## src/rtl/irq_stat_pkg.sv

```systemverilog
package irq_stat_pkg;

    localparam int REG_W = 32;

    typedef enum logic [1:0] {
        VIEW_RAW    = 2'd0,
        VIEW_MASKED = 2'd1,
        VIEW_EN_SET = 2'd2,
        VIEW_EN_CLR = 2'd3
    } view_e;

endpackage

```

## src/rtl/irq_reg_decode.sv

```systemverilog
module irq_reg_decode
    import irq_stat_pkg::*;
#(
    parameter int N_EVT = 3
) (
    input  logic [1:0]       addr_i,
    input  logic             we_i,
    input  logic [REG_W-1:0] wdata_i,
    input  logic [N_EVT-1:0] raw_i,
    input  logic [N_EVT-1:0] en_i,
    output logic [N_EVT-1:0] clr_stat_o,
    output logic [N_EVT-1:0] set_en_o,
    output logic [N_EVT-1:0] clr_en_o,
    output logic [REG_W-1:0] rdata_o
);

    localparam int PAD_W = REG_W - N_EVT;

    view_e              view;
    logic [N_EVT-1:0]   wbits;
    logic [N_EVT-1:0]   sel_bits;

    assign view  = view_e'(addr_i);
    // Only the event positions of the write data are looked at; the rest is ignored.
    assign wbits = wdata_i[N_EVT-1:0];

    always_comb begin
        clr_stat_o = '0;
        set_en_o   = '0;
        clr_en_o   = '0;
        sel_bits   = '0;
        unique case (view)
            VIEW_RAW: begin
                sel_bits = raw_i;
                if (we_i) clr_stat_o = wbits;
            end
            VIEW_MASKED: begin
                sel_bits = raw_i & en_i;
                if (we_i) clr_stat_o = wbits;
            end
            VIEW_EN_SET: begin
                sel_bits = en_i;
                if (we_i) set_en_o = wbits;
            end
            VIEW_EN_CLR: begin
                sel_bits = en_i;
                if (we_i) clr_en_o = wbits;
            end
        endcase
    end

    assign rdata_o = {{PAD_W{1'b0}}, sel_bits};

endmodule

```

## src/rtl/irq_event_bank.sv

```systemverilog
module irq_event_bank #(
    parameter int N_EVT = 3
) (
    input  logic             clk_i,
    input  logic             rst_ni,
    input  logic [N_EVT-1:0] evt_i,
    input  logic [N_EVT-1:0] clr_stat_i,
    input  logic [N_EVT-1:0] set_en_i,
    input  logic [N_EVT-1:0] clr_en_i,
    output logic [N_EVT-1:0] raw_o,
    output logic [N_EVT-1:0] en_o
);

    for (genvar i = 0; i < N_EVT; i++) begin : g_bit
        logic raw_q;
        logic en_q;

        // Status: an arriving event outranks a clear in the same cycle.
        always_ff @(posedge clk_i) begin
            if (!rst_ni) begin
                raw_q <= 1'b0;
            end else if (evt_i[i]) begin
                raw_q <= 1'b1;
            end else if (clr_stat_i[i]) begin
                raw_q <= 1'b0;
            end
        end

        // Enable: set and clear come from different addresses, never together.
        always_ff @(posedge clk_i) begin
            if (!rst_ni) begin
                en_q <= 1'b0;
            end else if (set_en_i[i]) begin
                en_q <= 1'b1;
            end else if (clr_en_i[i]) begin
                en_q <= 1'b0;
            end
        end

        assign raw_o[i] = raw_q;
        assign en_o[i]  = en_q;
    end

endmodule

```

## src/rtl/irq_status_unit.sv

```systemverilog
module irq_status_unit
    import irq_stat_pkg::*;
#(
    parameter int NUM_WAIT = 2
) (
    input  logic                clk_i,
    input  logic                rst_ni,
    input  logic                evt_timeout_i,
    input  logic [NUM_WAIT-1:0] evt_wait_rise_i,
    input  logic [1:0]          reg_addr_i,
    input  logic                reg_we_i,
    input  logic [REG_W-1:0]    reg_wdata_i,
    output logic [REG_W-1:0]    reg_rdata_o,
    output logic                irq_o
);

    localparam int N_EVT = NUM_WAIT + 1;

    logic [N_EVT-1:0] evt_vec;
    logic [N_EVT-1:0] raw_state;
    logic [N_EVT-1:0] en_state;
    logic [N_EVT-1:0] clr_stat;
    logic [N_EVT-1:0] set_en;
    logic [N_EVT-1:0] clr_en;
    logic             irq_q;

    // Bit 0 timeout, bits 1.. wait-rise per wait input.
    assign evt_vec = {evt_wait_rise_i, evt_timeout_i};

    irq_reg_decode #(.N_EVT(N_EVT)) u_decode (
        .addr_i     (reg_addr_i),
        .we_i       (reg_we_i),
        .wdata_i    (reg_wdata_i),
        .raw_i      (raw_state),
        .en_i       (en_state),
        .clr_stat_o (clr_stat),
        .set_en_o   (set_en),
        .clr_en_o   (clr_en),
        .rdata_o    (reg_rdata_o)
    );

    irq_event_bank #(.N_EVT(N_EVT)) u_bank (
        .clk_i      (clk_i),
        .rst_ni     (rst_ni),
        .evt_i      (evt_vec),
        .clr_stat_i (clr_stat),
        .set_en_i   (set_en),
        .clr_en_i   (clr_en),
        .raw_o      (raw_state),
        .en_o       (en_state)
    );

    always_ff @(posedge clk_i) begin
        if (!rst_ni) begin
            irq_q <= 1'b0;
        end else begin
            irq_q <= |(raw_state & en_state);
        end
    end

    assign irq_o = irq_q;

endmodule

```

## config.mk

```make
export PLATFORM = sky130hd
export DESIGN_NAME = irq_status_unit
export DESIGN_NICKNAME = d
export VERILOG_FILES = /design/src/rtl/irq_stat_pkg.sv /design/src/rtl/irq_reg_decode.sv /design/src/rtl/irq_event_bank.sv /design/src/rtl/irq_status_unit.sv
export SDC_FILE = /design/constraint.sdc
export NUM_CORES = 1
export LEC_CHECK = 0
export CAP_MARGIN = 15
export CORE_MARGIN = 5
export CORE_UTILIZATION = 24
export DETAILED_ROUTE_END_ITERATION = 16
export PLACE_DENSITY = 0.78
export SETUP_SLACK_MARGIN = 0.2
export SLEW_MARGIN = 5
export SYNTH_ARGS = -nofsm -noshare
export SYNTH_HDL_FRONTEND = slang
export SYNTH_SLANG_ARGS = --single-unit
```

## constraint.sdc

```tcl
create_clock -name clk_i -period 1 [get_ports clk_i]
set_input_delay 0.2 -clock clk_i [delete_from_list [all_inputs] [get_ports clk_i]]
set_output_delay 0.2 -clock clk_i [all_outputs]
set_load 0.01 [all_outputs]
```

# Word-level counts from Yosys, hierarchy flattened
# Index checks and enable logic that the tools add are counted.
# word_totals
regBits	7
latchBits	0
mem_bits_rw	0
rom_bits	0
input_bits	40
out_inout_bits	33
wordCells	38
memories	0
# classes
n_addsub	0
multipliers	0
n_div	0
n_lt_le_gt_ge	0
n_eq_ne	3
n_shift	0
mux	17
n_bitwise	1
reduce_logical	10
# op_table
operator	n
1-bit 2-to-1 mux	12
3-bit 2-to-1 mux	4
2-bit nonzero test	6
3-bit case mux with 3 select lines	1
2-bit == test (second input constant)	2
2-bit OR reduction	2
3-bit AND	1
3-bit OR reduction	1
2-bit by 1-bit == test with 1-bit output (second input constant)	1
2-bit zero test	1

# Longest topological paths before layout
# Gate-level depths: netlist (run 1).
# logic_depth
depth_word	5
ltp_mapped	3
mapped_depth_nobuf	2

# Hierarchy
# From an unflattened synthesis (run 1), not the netlist that was laid out.
# hier_totals
hier_cells	73
area_unflattened_um2	658.1
# modules_own_cells
mod	n_inst	cells_each	area_per_inst_um2	seq_area_each_um2
irq_reg_decode	1	46	329.1	0.0
irq_event_bank	1	24	292.8	120.1
irq_status_unit	1	3	36.3	20.0

# Worst setup path after synthesis (run 1)
# OpenSTA, ideal clock, no wires.
# synth_path
kind	input port to output port
start	input reg_addr_i[1]
end	output reg_rdata_o[0]
arrival_ps	643
required_time_ps	800
slack_ps	157
cell_stages	3
path_buffers	1
path_cell_list	buf_4 -> nor2_2 -> o22a_1
# synth_via
elab_chain_len	3
word_cells_on_any_way	6
cone_classes	3 x eq/ne; 1 x mux; 2 x reduce/logical
# synth_lines
item	line_no	rtl
start, declared	irq_status_unit.sv:10	input logic [1:0] reg_addr_i,
2-bit == test	irq_reg_decode.sv:32	unique case (view)
2-bit OR reduction (no line)	-	
3-bit case mux with 3 select lines *	irq_reg_decode.sv:32	
end, declared	irq_status_unit.sv:13	output logic [REG_W-1:0] reg_rdata_o,
# Mark *: on every way between the ends. The rest lies on a longest branch, timed or not.

# Worst setup path after layout (run 1)
# layout_path
start	register u_bank.g_bit[2].raw_q
end	output reg_rdata_o[2]
# layout_via
elab_chain_len	2
# layout_lines
item	line_no	rtl
start, declared	irq_event_bank.sv:15	logic raw_q;
start signal, assigned	irq_event_bank.sv:21	raw_q <= 1'b0;
start signal, assigned	irq_event_bank.sv:23	raw_q <= 1'b1;
start signal, assigned	irq_event_bank.sv:25	raw_q <= 1'b0;
3-bit AND	irq_reg_decode.sv:38	sel_bits = raw_i & en_i;
3-bit case mux with 3 select lines *	irq_reg_decode.sv:32	
# Marked as above.

==> summary.txt, run 1 <==
Status: complete, but fails checks
Failing checks: setup timing
Syn Std Cell Area: 549.3 um^2
Yosys top cell by area: buf_4
Cells after synthesis: 64
VDD IR max: 0.7596 mV
Non-filler cells, final: 116
Initial core utilization: 25.07%
Unrepaired setup endpoints after global routing: yes
Routed Antenna Nets: 0
TritonCTS Buffers: 3
Top cells by area, synth: buf_4 (41%), dfxtp_1 (26%), mux2i_1 (5.5%), nand3_2 (5.5%), o22a_1 (4.8%)
Hold_ws: 0.2040 ns
Initial antenna violation count: 0
First-pass GRT wire length: 1.731 mm
Pleak: 0.0003835 uW
Setup WS post-layout: -0.1237 ns
Largest stage delay, worst path: 0.33 ns
Crit path launch type: flop
Core area: 2191 um^2
1st-iter DRT viols: 11
Placed wire-length estimate: 1.067 mm
CP endpoint kind: output port
Most frequent cell after synthesis: buf_4
Top cells by count, synth: buf_4 (30), dfxtp_1 (7)
DRC: 0
RePlAce Congestion: 0.8418
Setup WS pre-CTS: -0.7871 ns
Root Buffer: clkbuf_4
Synthesis warning total: 0
I/O pins: 73
Post-synth top flop: dfxtp_1
Pre-Repair DR Iteration Count: 5
Routed via count: 434
Final count of negative-setup-slack endpoints: 3
Vias in the first global route: 368
Fin crit period: 1.124 ns
Via/cell ratio: 3.741
Worst Clk Skew: 0.01110 ns
I/O Buffers: 14
Largest net degree at the start of global routing: 9
Fmax: 889.9 MHz
CP Cell Sequence: o22a_1 > buf_2
Fraction of registers with async set/reset: 0%
Inst Count DP: 111
Max Root-Sink Buffers: 2
Antenna diodes: 0
Hold Path Origin: reg_wdata_i[2]
Post-synthesis register bit count: 7
Final wirelength: 1.231 mm
Die height: 57.84 um
Reg-to-reg critical path startpoint: u_bank.g_bit[2].raw_q$_SDFFE_PN0P_
Hold Path End: u_bank.g_bit[2].raw_q$_SDFFE_PN0P_
Min-delay worst type: in2reg
Critical path arrival: 0.92 ns
Final period util: 112.4%
Layout Nets: 129
Global route overflow: 0
Gr usage total: 6.941%
Fill cells: 239
Layout cell share with drive strength beyond 1: 28.41%
Seq/Total Area, Yosys: 25.51%
Avg Inst Size Synth: 8.582 um^2
Hold Violations, Final: 0
FF-to-FF setup slack: 0.01 ns
Max-cap violations: 0
Worst Path Max Fanout: 2
TritonCTS clock tree: yes
H-tree lvl count: 1
Slowest CP cell: dfxtp_2
Crit Path Class: reg2out
Chip Width: 57.84 um
Die area: 3345 um^2
WHS Path Cells: 2
Row count: 17
Final Max Tran Viols: 0
Area Overhead vs Synth: 25.74%
FF-to-FF path depth: 3
Clk sink count: 7
Unique masters post-synth: 15
Critical R2R Capture: irq_o$_SDFF_PN0_
EDFF count, synth: 0
CP required: 0.80 ns
Wirelength per Cell: 10.61 um
Clock slew at reported path FFs: 0.06 ns
Pwr per Cell Area: 1105 nW/um^2
Core Util, Final: 31.52%
Clk_lat worst skew: 0.26 ns
Share of the synthesized area in the top cell type: 41.00%
how the worst max path moves through the flow:
stage                                             startpoint                to  cells after the start
after floorplan           u_bank.g_bit[1].raw_q$_SDFFE_PN0P_  irq_o$_SDFF_PN0_                      2
after global placement                         reg_addr_i[1]    reg_rdata_o[1]                      4
after detailed placement                       reg_addr_i[1]    reg_rdata_o[2]                      4
after CTS                 u_bank.g_bit[2].raw_q$_SDFFE_PN0P_    reg_rdata_o[2]                      2
after global routing      u_bank.g_bit[2].raw_q$_SDFFE_PN0P_    reg_rdata_o[2]                      2
final                     u_bank.g_bit[2].raw_q$_SDFFE_PN0P_    reg_rdata_o[2]                      2
state kept, by name, summed over array words and instances, names as in the netlist:
| signal | cells |
|---|---|
| u_bank.g_bit.raw_q | 3 |
| u_bank.g_bit.en_q | 3 |
| irq_o | 1 |
timing repair:
action                     CTS  global route
buffers inserted             1             0
setup endpoints to repair   11            11
hold buffers                 0             0
resized for setup           24             7
pin swaps                    4             0
metrics by stage:
stage	total power [uW]	instance area, um^2	TNS [ns]
2_1_floorplan	490.4	663.1	0
3_3_place_gp	498.7	661.9	-3.881
3_5_place_dp	504.8	661.9	-4.251
4_1_cts	772.9	679.4	-0.4200
5_1_grt	820.0	690.7	-0.5131
6_report	763.3	690.7	-0.3617
critical path: cells and delay by family (launching register included):
kind	cells	cell delay, ns
buffers and inverters	1	0.14
AOI/OAI and AO/OA	1	0.20
DFF	1	0.33
per-layer routing:
layer,vias to the layer above,routed length [um],track usage (%)
met3,0,193,5.122
li1,203,-,-
met1,197,423,7.804
met2,34,614,11.29
met4,0,0,0
met5,-,0,0
layout make-up:
type	count	area (um^2)	share of cell area, %
sequential	7	145.1	21.01
tap	28	35.03	5.072
inverter	3	11.26	1.630
timing repair buffer	22	181.4	26.27
clock buffer	4	26.28	3.804
multi-input combinational	52	291.5	42.21
where the power goes:
part / total [uW] / internal [uW] / switching [uW]
combinational: 193 / 80.8 / 113
clock: 265 / 153 / 112
sequential: 305 / 296 / 8.81
layout by cell type, fill, tap and decap left out, drive strengths merged:
cell type	netlist	final
o21ai	3	3
dlygate4sd2	0	3
nor2b	2	2
nand2	3	3
buf	30	12
clkbuf	0	4
nand3	3	3
dfxtp	7	7
clkdlybuf4s15	0	1
conb	1	29
o22a	3	3
a222oi	1	1
mux2i	3	3
nand2b	1	1
nor2	1	1
a31oi	3	3
clkdlybuf4s50	0	4
dlymetal6s2s	0	2
inv	3	3
cell families (layout without fill, tap and decap cells):
logic type      after synthesis  in the layout  synth area share [%]
simple gates                 10             10                 12.53
buf+inv                      33             29                 43.05
mux                           3              3                 5.467
compound gates               10             10                 12.76
other cells                   1             29                0.6827
flops                         7              7                 25.51
(Power assumes the default switching activity.)
==> run 2, diff against run 1 <==
- SETUP_SLACK_MARGIN: 0.2 -> 0.3
==> summary.txt, run 2 (same netlist as run 1, synthesis figures left out) <==
Fmax: 900.7 MHz
Most frequent cells in the layout: conb_1 (29), dlygate4sd2_1 (7), dfxtp_2 (6)
Largest stage delay, worst path: 0.33 ns
CP required: 0.80 ns
Critical path arrival: 0.91 ns
Most common cell after layout, fill and taps aside: conb_1
Delay-heaviest family, CP: flip-flops
Via/cell ratio: 3.612
Vias in the first global route: 387
Max Root-Sink Buffers: 2
Placed wire-length estimate: 1.006 mm
Hold Violations, Final: 0
Setup WS post-layout: -0.1102 ns
Max-cap violations: 0
Worst Path Max Fanout: 2
Failing checks: setup timing
Hold_ws: 0.2334 ns
Layout Nets: 129
Pre-Repair DR Iteration Count: 4
Fin crit period: 1.110 ns
GRT Max-Usage Layer: met2
Wirelength per Cell: 11.48 um
TritonCTS Buffers: 3
Initial core utilization: 25.07%
First-pass GRT wire length: 1.807 mm
CP Cell Sequence: o22a_1 > buf_2
Met3 GRT Util: 3.786%
H-tree lvl count: 1
Die area: 3345 um^2
I/O Buffers: 14
Slowest CP cell: dfxtp_2
Largest net degree at the start of global routing: 9
Clk_lat worst skew: 0.26 ns
CTS Hold Buffers Added: 0
Die height: 57.84 um
Core area: 2191 um^2
Chip Width: 57.84 um
Row count: 17
Antenna diodes: 0
Clock slew at reported path FFs: 0.06 ns
Status: complete, but fails checks
Pwr per Cell Area: 1097 nW/um^2
Min-delay worst type: in2reg
I/O pins: 73
Final wirelength: 1.332 mm
Crit Path Class: reg2out
Final period util: 111.0%
Area Overhead vs Synth: 29.84%
Unrepaired setup endpoints after global routing: yes
Final Max Tran Viols: 0
Initial antenna violation count: 0
Routed via count: 419
Clk sink count: 7
Pleak: 0.0003889 uW
Fill cells: 234
Layout cell share with drive strength beyond 1: 37.50%
GR Util met1: 7.794%
1st-iter DRT viols: 8
VDD IR max: 0.3797 mV
Routed Antenna Nets: 0
Crit path launch type: flop
Final count of negative-setup-slack endpoints: 4
CP Buf/Inv Count: 1
Worst Clk Skew: 0.001963 ns
Root Buffer: clkbuf_4
Core Util, Final: 32.55%
Gr usage total: 7.440%
DRC: 0
Global route overflow: 0
RePlAce Congestion: 0.7892
TritonCTS clock tree: yes
GR Util met2: 12.10%
CP endpoint kind: output port
-- run 2: cell types whose count changed in the layout (fill, tap and decap cells not counted), moves of 2 or more --
cell / delta
nand2_2: +2
nand2_1: -2
buf_6: +5
o21ai_2: +2
clkdlybuf4s50_1: -4
dlygate4sd2_1: +4
dfxtp_2: +2
buf_4: -5
dfxtp_1: -2
-- run 2: per-layer routing --
metal | vias up | part of all wire [%]
met5 | - | 0
met2 | 28 | 51
met1 | 186 | 36
li1 | 203 | -
met3 | 2 | 12
met4 | 0 | 1.1
-- run 2: area by class of cell --
cell class                 count  area (um^2)  area share, %
tap                           28        35.03          4.912
clock buffer                   4        26.28          3.684
inverter                       3        11.26          1.579
sequential                     7        147.6          20.70
timing repair buffer          22        188.9          26.49
multi-input combinational     52        304.0          42.63
-- run 2: worst paths after layout --
kind                                       from                            endpoint  slack, ns  cells past startpoint
max          u_bank.g_bit[2].raw_q$_SDFFE_PN0P_                      reg_rdata_o[2]      -0.11                      2
min reg2reg   u_bank.g_bit[1].en_q$_SDFFE_PN0P_   u_bank.g_bit[1].en_q$_SDFFE_PN0P_       0.48                      2
min                          evt_wait_rise_i[1]  u_bank.g_bit[2].raw_q$_SDFFE_PN0P_       0.23                      3
max reg2reg  u_bank.g_bit[0].raw_q$_SDFFE_PN0P_                    irq_o$_SDFF_PN0_      -0.01                      4
-- run 2: where the power goes --
group	internal [uW]	leakage (uW)	switching (uW)
Sequential	297	0.0000596	11.8
Combinational	85.0	0.000314	118
Clock	153	0.0000150	118
-- run 2: timing repair --
action | in CTS | in global routing
hold endpoints to repair | 0 | 0
gates cloned | 0 | 0
buffers inserted | 1 | 1
pin swaps | 7 | 1
gates resized for setup | 37 | 13
endpoints found under the setup margin | 11 | 11
-- run 2: metrics by stage --
stage	TNS, ns	power (uW)	std cells	area [um^2]	setup WS [ns]
finish	-0.3376	782.4	116	713.2	-0.1102
global route	-0.5104	834.8	116	713.2	-0.1567
CTS	-0.3857	774.8	115	679.4	-0.1217
detailed placement	-4.204	500.5	110	654.4	-0.7716
global placement	-3.908	497.0	110	654.4	-0.7528
floorplan	0	494.4	92	671.9	0.2087
-- run 2: worst register-to-register path: stages, from the launching register on --
cell	delay, ns
dfxtp_2	0.33
buf_6	0.11
buf_6	0.11
a222oi_1	0.27
nor2b_1	0.08
